File: src/rtl/mdio_dual_pkg.sv
package mdio_dual_pkg;

  typedef enum logic [3:0] {
    ST_PRE, ST_START, ST_OP1, ST_OP2, ST_HDR,
    ST_RTA1, ST_RTA2, ST_RDATA,
    ST_WTA1, ST_WTA2, ST_WDATA
  } frameState_t;

  typedef struct packed {
    logic shiftIn;
    logic captureHdr;
    logic readStrobe;
    logic loadRead;
    logic shiftOut;
    logic driveLow;
    logic driveData;
    logic commitWrite;
  } frameStrobe_t;

endpackage

File: src/rtl/mdio_frame_ctrl.sv
module mdio_frame_ctrl
  import mdio_dual_pkg::*;
#(
  parameter int PREAMBLE_LEN = 32,
  parameter int HDR_BITS     = 10,
  parameter int DATA_W       = 16
) (
  input  logic         mdc,
  input  logic         rstN,
  input  logic         mdioIn,
  output frameStrobe_t strobe
);
  localparam int PRE_W = $clog2(PREAMBLE_LEN + 1);
  localparam int BIT_W = $clog2((DATA_W > HDR_BITS) ? DATA_W : HDR_BITS);
  localparam logic [1:0] OP_READ  = 2'b10;
  localparam logic [1:0] OP_WRITE = 2'b01;

  frameState_t state;
  logic [PRE_W-1:0] preCnt;
  logic [BIT_W-1:0] bitCnt;
  logic opHi;
  logic isRead;
  logic hdrLast;
  logic dataLast;

  assign hdrLast  = (bitCnt == BIT_W'(HDR_BITS - 1));
  assign dataLast = (bitCnt == BIT_W'(DATA_W - 1));

  always_ff @(posedge mdc or negedge rstN) begin
    if (!rstN) begin
      state  <= ST_PRE;
      preCnt <= '0;
      bitCnt <= '0;
      opHi   <= 1'b0;
      isRead <= 1'b0;
    end else begin
      if (state != ST_PRE) preCnt <= '0;
      case (state)
        ST_PRE: begin
          if (mdioIn) begin
            if (preCnt != PRE_W'(PREAMBLE_LEN)) preCnt <= preCnt + 1'b1;
          end else if (preCnt == PRE_W'(PREAMBLE_LEN)) begin
            state  <= ST_START;
            preCnt <= '0;
          end else begin
            preCnt <= '0;
          end
        end
        ST_START: state <= mdioIn ? ST_OP1 : ST_PRE;
        ST_OP1: begin
          opHi  <= mdioIn;
          state <= ST_OP2;
        end
        ST_OP2: begin
          bitCnt <= '0;
          if ({opHi, mdioIn} == OP_READ) begin
            isRead <= 1'b1;
            state  <= ST_HDR;
          end else if ({opHi, mdioIn} == OP_WRITE) begin
            isRead <= 1'b0;
            state  <= ST_HDR;
          end else begin
            state <= ST_PRE;
          end
        end
        ST_HDR: begin
          if (hdrLast) begin
            bitCnt <= '0;
            state  <= isRead ? ST_RTA1 : ST_WTA1;
          end else begin
            bitCnt <= bitCnt + 1'b1;
          end
        end
        ST_RTA1: state <= ST_RTA2;
        ST_RTA2: state <= ST_RDATA;
        ST_WTA1: state <= ST_WTA2;
        ST_WTA2: state <= ST_WDATA;
        ST_RDATA, ST_WDATA: begin
          if (dataLast) begin
            bitCnt <= '0;
            state  <= ST_PRE;
          end else begin
            bitCnt <= bitCnt + 1'b1;
          end
        end
        default: state <= ST_PRE;
      endcase
    end
  end

  always_comb begin
    strobe             = '0;
    strobe.shiftIn     = (state == ST_HDR) || (state == ST_WDATA);
    strobe.captureHdr  = (state == ST_HDR) && hdrLast;
    strobe.readStrobe  = (state == ST_RTA1);
    strobe.loadRead    = (state == ST_RTA1);
    strobe.driveLow    = (state == ST_RTA2);
    strobe.driveData   = (state == ST_RDATA);
    strobe.shiftOut    = (state == ST_RDATA);
    strobe.commitWrite = (state == ST_WDATA) && dataLast;
  end

endmodule

File: src/rtl/mdio_reg_path.sv
module mdio_reg_path
  import mdio_dual_pkg::*;
#(
  parameter int PHY_W   = 5,
  parameter int REG_W   = 5,
  parameter int SEL_BIT = 2,
  parameter int DATA_W  = 16,
  parameter int BYTE_W  = 8
) (
  input  logic                           mdc,
  input  logic                           rstN,
  input  logic                           mdioIn,
  input  logic [1:0]                     strapSel,
  input  frameStrobe_t                   strobe,
  input  logic [DATA_W-1:0]              stdRdData,
  input  logic [BYTE_W-1:0]              byteRdData,
  output logic [PHY_W-SEL_BIT-1+REG_W-1:0] busAddr,
  output logic                           busSpace,
  output logic                           busRdEn,
  output logic                           busWrEn,
  output logic [DATA_W-1:0]              busWrData,
  output logic                           mdioOut,
  output logic                           mdioOe
);
  localparam int HDR_BITS = PHY_W + REG_W;
  localparam int HI_W     = PHY_W - SEL_BIT - 1;
  localparam int LO_W     = SEL_BIT;
  localparam int ADDR_W   = HI_W + REG_W;

  logic [DATA_W-1:0]   inShift;
  logic [DATA_W-1:0]   inWord;
  logic [HDR_BITS-1:0] hdrWord;
  logic [HI_W-1:0]     addrHi;
  logic [LO_W-1:0]     addrLo;
  logic [REG_W-1:0]    regQ;
  logic                spaceQ;
  logic [DATA_W-1:0]   rdShift;
  logic [DATA_W-1:0]   wrDataQ;
  logic                wrPulse;

  assign inWord  = {inShift[DATA_W-2:0], mdioIn};
  assign hdrWord = inWord[HDR_BITS-1:0];

  always_ff @(posedge mdc or negedge rstN) begin
    if (!rstN) begin
      inShift <= '0;
      addrHi  <= '0;
      addrLo  <= '0;
      regQ    <= '0;
      spaceQ  <= 1'b0;
      rdShift <= '0;
      wrDataQ <= '0;
      wrPulse <= 1'b0;
    end else begin
      wrPulse <= strobe.commitWrite;
      if (strobe.shiftIn) inShift <= inWord;
      if (strobe.captureHdr) begin
        addrHi <= hdrWord[HDR_BITS-1 -: HI_W];
        addrLo <= hdrWord[REG_W +: LO_W];
        regQ   <= hdrWord[REG_W-1:0];
        spaceQ <= (&strapSel) && hdrWord[REG_W + SEL_BIT];
      end
      if (strobe.loadRead)
        rdShift <= spaceQ ? {{(DATA_W-BYTE_W){1'b0}}, byteRdData} : stdRdData;
      else if (strobe.shiftOut)
        rdShift <= {rdShift[DATA_W-2:0], 1'b0};
      if (strobe.commitWrite)
        wrDataQ <= spaceQ ? {{(DATA_W-BYTE_W){1'b0}}, inWord[BYTE_W-1:0]} : inWord;
    end
  end

  assign busAddr   = spaceQ ? {addrHi, regQ} : ADDR_W'({addrLo, regQ});
  assign busSpace  = spaceQ;
  assign busRdEn   = strobe.readStrobe;
  assign busWrEn   = wrPulse;
  assign busWrData = wrDataQ;
  assign mdioOe    = strobe.driveLow || strobe.driveData;
  assign mdioOut   = strobe.driveData && rdShift[DATA_W-1];

endmodule

File: src/rtl/mdio_dual_map_slave.sv
module mdio_dual_map_slave
  import mdio_dual_pkg::*;
#(
  parameter int PREAMBLE_LEN = 32,
  parameter int PHY_W        = 5,
  parameter int REG_W        = 5,
  parameter int SEL_BIT      = 2,
  parameter int DATA_W       = 16,
  parameter int BYTE_W       = 8,
  localparam int ADDR_W      = PHY_W - SEL_BIT - 1 + REG_W
) (
  input  logic              mdc,
  input  logic              rstN,
  input  logic              mdioIn,
  output logic              mdioOut,
  output logic              mdioOe,
  input  logic [1:0]        strapSel,
  output logic [ADDR_W-1:0] busAddr,
  output logic              busSpace,
  output logic              busRdEn,
  output logic              busWrEn,
  output logic [DATA_W-1:0] busWrData,
  input  logic [DATA_W-1:0] stdRdData,
  input  logic [BYTE_W-1:0] byteRdData
);
  frameStrobe_t strobe;

  mdio_frame_ctrl #(
    .PREAMBLE_LEN(PREAMBLE_LEN),
    .HDR_BITS    (PHY_W + REG_W),
    .DATA_W      (DATA_W)
  ) ctrl (
    .mdc   (mdc),
    .rstN  (rstN),
    .mdioIn(mdioIn),
    .strobe(strobe)
  );

  mdio_reg_path #(
    .PHY_W  (PHY_W),
    .REG_W  (REG_W),
    .SEL_BIT(SEL_BIT),
    .DATA_W (DATA_W),
    .BYTE_W (BYTE_W)
  ) path (
    .mdc       (mdc),
    .rstN      (rstN),
    .mdioIn    (mdioIn),
    .strapSel  (strapSel),
    .strobe    (strobe),
    .stdRdData (stdRdData),
    .byteRdData(byteRdData),
    .busAddr   (busAddr),
    .busSpace  (busSpace),
    .busRdEn   (busRdEn),
    .busWrEn   (busWrEn),
    .busWrData (busWrData),
    .mdioOut   (mdioOut),
    .mdioOe    (mdioOe)
  );

endmodule

File: config.mk
export PLATFORM = sky130hd
export DESIGN_NAME = mdio_dual_map_slave
export DESIGN_NICKNAME = d
export VERILOG_FILES = /design/src/rtl/mdio_dual_pkg.sv /design/src/rtl/mdio_frame_ctrl.sv /design/src/rtl/mdio_reg_path.sv /design/src/rtl/mdio_dual_map_slave.sv
export SDC_FILE = /design/constraint.sdc
export NUM_CORES = 1
export LEC_CHECK = 0
export ABC_AREA = 1
export BUFFER_PORTS_ARGS = -buffer_cell sky130_fd_sc_hd__buf_2
export CAP_MARGIN = 30
export CORE_UTILIZATION = 56
export CTS_CLUSTER_SIZE = 24
export DETAILED_ROUTE_END_ITERATION = 12
export HOLD_SLACK_MARGIN = 0.12
export PLACE_DENSITY = 0.8
export SETUP_SLACK_MARGIN = 0.5
export SYNTH_ARGS = -nofsm -noshare
export SYNTH_HDL_FRONTEND = slang
export SYNTH_SLANG_ARGS = --single-unit
File: constraint.sdc
create_clock -name mdc -period 1.71 [get_ports mdc]
set_clock_uncertainty 0.1 [all_clocks]
set_input_delay 0.4275 -clock mdc [delete_from_list [all_inputs] [get_ports mdc]]
set_output_delay 0.4275 -clock mdc [all_outputs]
set_load 0.05 [all_outputs]
==> results_dict.tcl, run 1 <==
set metrics [dict create \
    synth.avg_cell_area_sq_um 9.23 \
    clock_path_buffers 2 \
    status "aborted with a tool error" \
    placed_cell_area_sq_mm 0.00413 \
    synth_edf_count 0 \
    async_flop_share_pct 100 \
    cts_root_buf "clkbuf_8" \
    syn-cell-area_sq_mm 0.00361 \
    yosysSeqAreaShare_pct 51.3 \
    io_pins 57 \
    cts_buffers 9 \
    portBuffers 56 \
    gp_congestion 0.906 \
    cts_sinks 74 \
    die_h_um 82.3 \
    dieWidth_um 82.3 \
    netlist_instances 391 \
    ys_ff_latch 74 \
    synthFlopType "dfrtp_1" \
    htree_levels 3 \
    failed_stage "5_1_grt" \
    toolErrorMsg "[ERROR DPL-0038] Utilization greater than 100%, impossible to legalize" \
    rows 28 \
    dp_hpwl_um 4900 \
    yosysWarnings 0 \
    worstEndpointType "output port" \
    synth_nets 425 \
    start_util_pct 59.5 \
    grt_worst_setup_endpoint "mdioOut" \
    grt_max_degree 75 \
    ys_types 37 \
]
==> cells by family after synthesis <==
group                    after synthesis  synth area share [%]
multiplexers                           2                 0.590
flip-flops                            74                  51.3
AO/OA/AOI/OAI                         92                  16.0
buffers and inverters                 56                  8.53
XOR/XNOR                               6                  1.46
AND/OR/NAND/NOR                      156                  20.4
adder cells (fa/ha/maj)                5                  1.73
==> through the flow <==
stage | worst slack (ns) | cells | utilization (%) | hold WS [ns]
after floorplan | 0.132 | 391 | - | 0.0319
after global placement | 0.0929 | 516 | 68.2 | 0.363
after detailed placement | 0.0804 | 516 | 68.2 | 0.365
after CTS | -0.131 | 589 | 90.3 | 0.233
==> synth_stat cells (8+ instances only) <==
cell     count  area share (%)
nand2_2      8             1.4
a21oi_2     10             2.4
nand2_1     82             8.5
o21ai_1     17             2.4
nor2_1      30             3.1
o21ai_0     31             4.3
buf_6       11             3.4
a21oi_1     13             1.8
dfrtp_1     74              51
nand3_1     16             2.2
inv_1       31             3.2
==> what timing repair did <==
item | in CTS
setup endpoints to repair | 102
pin swaps | 22
buffers inserted | 44
hold buffers | 1
cloned | 12
endpoints found under the hold margin | 74
resized for setup | 159
==> run 2, diff against run 1 <==
--- a/config.mk
+++ b/config.mk
@@ -8,12 +8,9 @@
 export ABC_AREA = 1
 export BUFFER_PORTS_ARGS = -buffer_cell sky130_fd_sc_hd__buf_2
 export CAP_MARGIN = 30
-export CORE_UTILIZATION = 56
-export CTS_CLUSTER_SIZE = 24
+export CORE_UTILIZATION = 40
 export DETAILED_ROUTE_END_ITERATION = 12
-export HOLD_SLACK_MARGIN = 0.12
-export PLACE_DENSITY = 0.8
-export SETUP_SLACK_MARGIN = 0.5
+export PLACE_DENSITY_LB_ADDON = 0.15
 export SYNTH_ARGS = -nofsm -noshare
 export SYNTH_HDL_FRONTEND = slang
 export SYNTH_SLANG_ARGS = --single-unit
==> run 2 against run 1 <==
The flow now finishes, with violations (setup timing). Synthesized area stayed put. Synthesized cell count stayed put.
==> results_dict.tcl, run 2 <==
set metrics [dict create \
    post-route-util_pct 52.6 \
    dieWidth_um 97.0 \
    syn-cell-area_sq_mm 0.00361 \
    cp.required_ns 1.18 \
    leakagePower_nw 2.21 \
    cts_root_buf "clkbuf_8" \
    grt_pass1_vias 2843 \
    antenna_cells 0 \
    reg2reg_to "path.regQ[0]$_DFFE_PN0P_" \
    worstHoldEndpoint "path.busSpace$_DFFE_PN0P_" \
    final_cells 588 \
    synth_nets 425 \
    wl_per_cell_um 13.2 \
    cp_max_fo 3 \
    cts_buffers 9 \
    layout_commonest_cell "nand2_1" \
    ant_nets 0 \
    async_flop_share_pct 100 \
    final_nets 509 \
    viasPerCell 4.91 \
    netlist_instances 391 \
    drc 0 \
    vias 2886 \
    cp.arrival_ns 1.30 \
    fmax_mhz 548 \
    antenna_found_initial 0 \
    rsz0062_at_grt "true" \
    synth_edf_count 0 \
    grt_pass1_wl_um 13200 \
    dp_hpwl_um 5340 \
    area_growth_pct 27.1 \
    placed_cells 556 \
    synthTopCellsByArea "dfrtp_1 51%, nand2_1 8.5%, o21ai_0 4.3%" \
    drive_gt1_share_pct 34.2 \
    clk_pin_slew_ns 0.07 \
    whs_ns 0.257 \
    rows 34 \
    routed_wl_um 7740 \
    yosysTopAreaCell "dfrtp_1" \
    failed_checks "setup timing" \
    rrSetupSlack_ns 0.06 \
    postLayoutSetupSlackWorst_ns -0.115 \
    htree_levels 3 \
    io_pins 57 \
    dieArea_sq_mm 0.00940 \
    status "finished with violations" \
    clk_latency_ns 0.34 \
    drt-initial-drc-count 72 \
    synth.most_common_cell "nand2_1" \
    synthFlopType "dfrtp_1" \
    worst_pin_slew_ns 0.456 \
    ys_ff_latch 74 \
    slew_viol_final 0 \
    tns_ns -0.220 \
    grtUsageTotal_pct 17.6 \
    synth_commonest_cells "82 x nand2_1, 74 x dfrtp_1, 31 x inv_1, 31 x o21ai_0, 30 x nor2_1" \
    clock_path_buffers 2 \
    hp-start "strapSel[1]" \
    fin_crit_ns 1.82 \
    core_area_sq_mm 0.00872 \
    netlist.area_leader.share_pct 51.3 \
    setup_viol 2 \
    startpoint_type "flop" \
    start_util_pct 41.4 \
    layout_common_cells "75 x nand2_1, 73 x dfrtp_1, 50 x buf_2" \
    cts_sinks 74 \
    hold_path_class "primary input to flop" \
    power_density_mw_per_mm2 1350 \
    grt_max_degree 34 \
    cp-end-kind "output port" \
    timing.rr.start "ctrl.state[3]$_DFFE_PN0P_" \
    gp_congestion 0.840 \
    yosysSeqAreaShare_pct 51.3 \
    synth.avg_cell_area_sq_um 9.23 \
    drtPass1Iterations 4 \
    grt_overflow 0 \
    critPathKind "flop to output port" \
    yosysWarnings 0 \
    die_h_um 97.0 \
    max_slew_margin_pct 69.6 \
    hold_depth 3 \
    cts_tree "built" \
    final_hold_viol_count 0 \
    cap_violations 0 \
    rr_worst_depth 9 \
    period_share_pct 107 \
    max-vdd-ir-drop_v 0.000558 \
    ys_types 37 \
    portBuffers 56 \
]
run 2: final cells by class:
cell class                 count  area (sq um)
clock buffer                  12           155
clock inverter                 4          73.8
fill                         818          4140
inverter                      37           146
multi-input combinational    262          1550
sequential                    74          1850
tap                          108           135
timing repair buffer          91           668
run 2: how the worst max path moves through the flow:
| stage | to | startpoint | cells after the start | slack [ns] |
|---|---|---|---|---|
| floorplan | busAddr[5] | path.busSpace$_DFFE_PN0P_ | 5 | -0.02 |
| global placement | ctrl.isRead$_DFFE_PN0P_ | mdioIn | 5 | 0.12 |
| detailed placement | mdioOut | ctrl.state[0]$_DFFE_PN0P_ | 5 | 0.13 |
| CTS | mdioOut | ctrl.state[3]$_DFFE_PN0P_ | 4 | -0.15 |
| global route | busRdEn | ctrl.state[3]$_DFFE_PN0P_ | 4 | -0.19 |
| finish | busRdEn | ctrl.state[3]$_DFFE_PN0P_ | 4 | -0.11 |
run 2: repair_timing:
| action | in CTS | in global routing |
|---|---|---|
| resized for setup | 25 | 13 |
| pin swaps | 4 | 8 |
| cloned | 0 | 1 |
| hold buffers | 1 | 0 |
| buffers inserted | 11 | 3 |
| setup endpoints to repair | 6 | 26 |
| endpoints found under the hold margin | 13 | 0 |
run 2: report_power, final:
group / internal [mW] / switching (mW) / total (mW)
clock network: 0.903 / 0.629 / 1.53
registers: 2.14 / 0.243 / 2.39
logic: 0.920 / 1.35 / 2.27
run 2: critical path: stages (launching register included):
cell	delay [ns]
dfrtp_1	0.43
nor2_4	0.19
nand2_4	0.07
nor2_4	0.10
buf_6	0.16
run 2: cell families after synthesis:
family	after synthesis	share of synthesized area [%]
mux	2	0.590
fa+ha+maj	5	1.73
compound gates	92	16.0
xor+xnor	6	1.46
flops	74	51.3
buf+inv	56	8.53
simple gates	156	20.4
run 2: through the flow:
step | area (sq um) | worst slack, ns | power (mW)
after CTS | 4490 | -0.151 | 6.21
after floorplan | 3630 | -0.0184 | 3.89
final | 4580 | -0.115 | 6.19
after global routing | 4580 | -0.187 | 6.63
after detailed placement | 4090 | 0.129 | 4.42
after global placement | 4090 | 0.122 | 4.40
run 2: routing by layer:
layer	vias up	routed length (um)	GRT usage, %
met4	0	107	5.86
met1	1369	3730	23.4
met5	-	0	0
met3	11	255	4.48
met2	43	3650	28.1
li1	1463	-	-
Power figures use the tool's default switching activity.
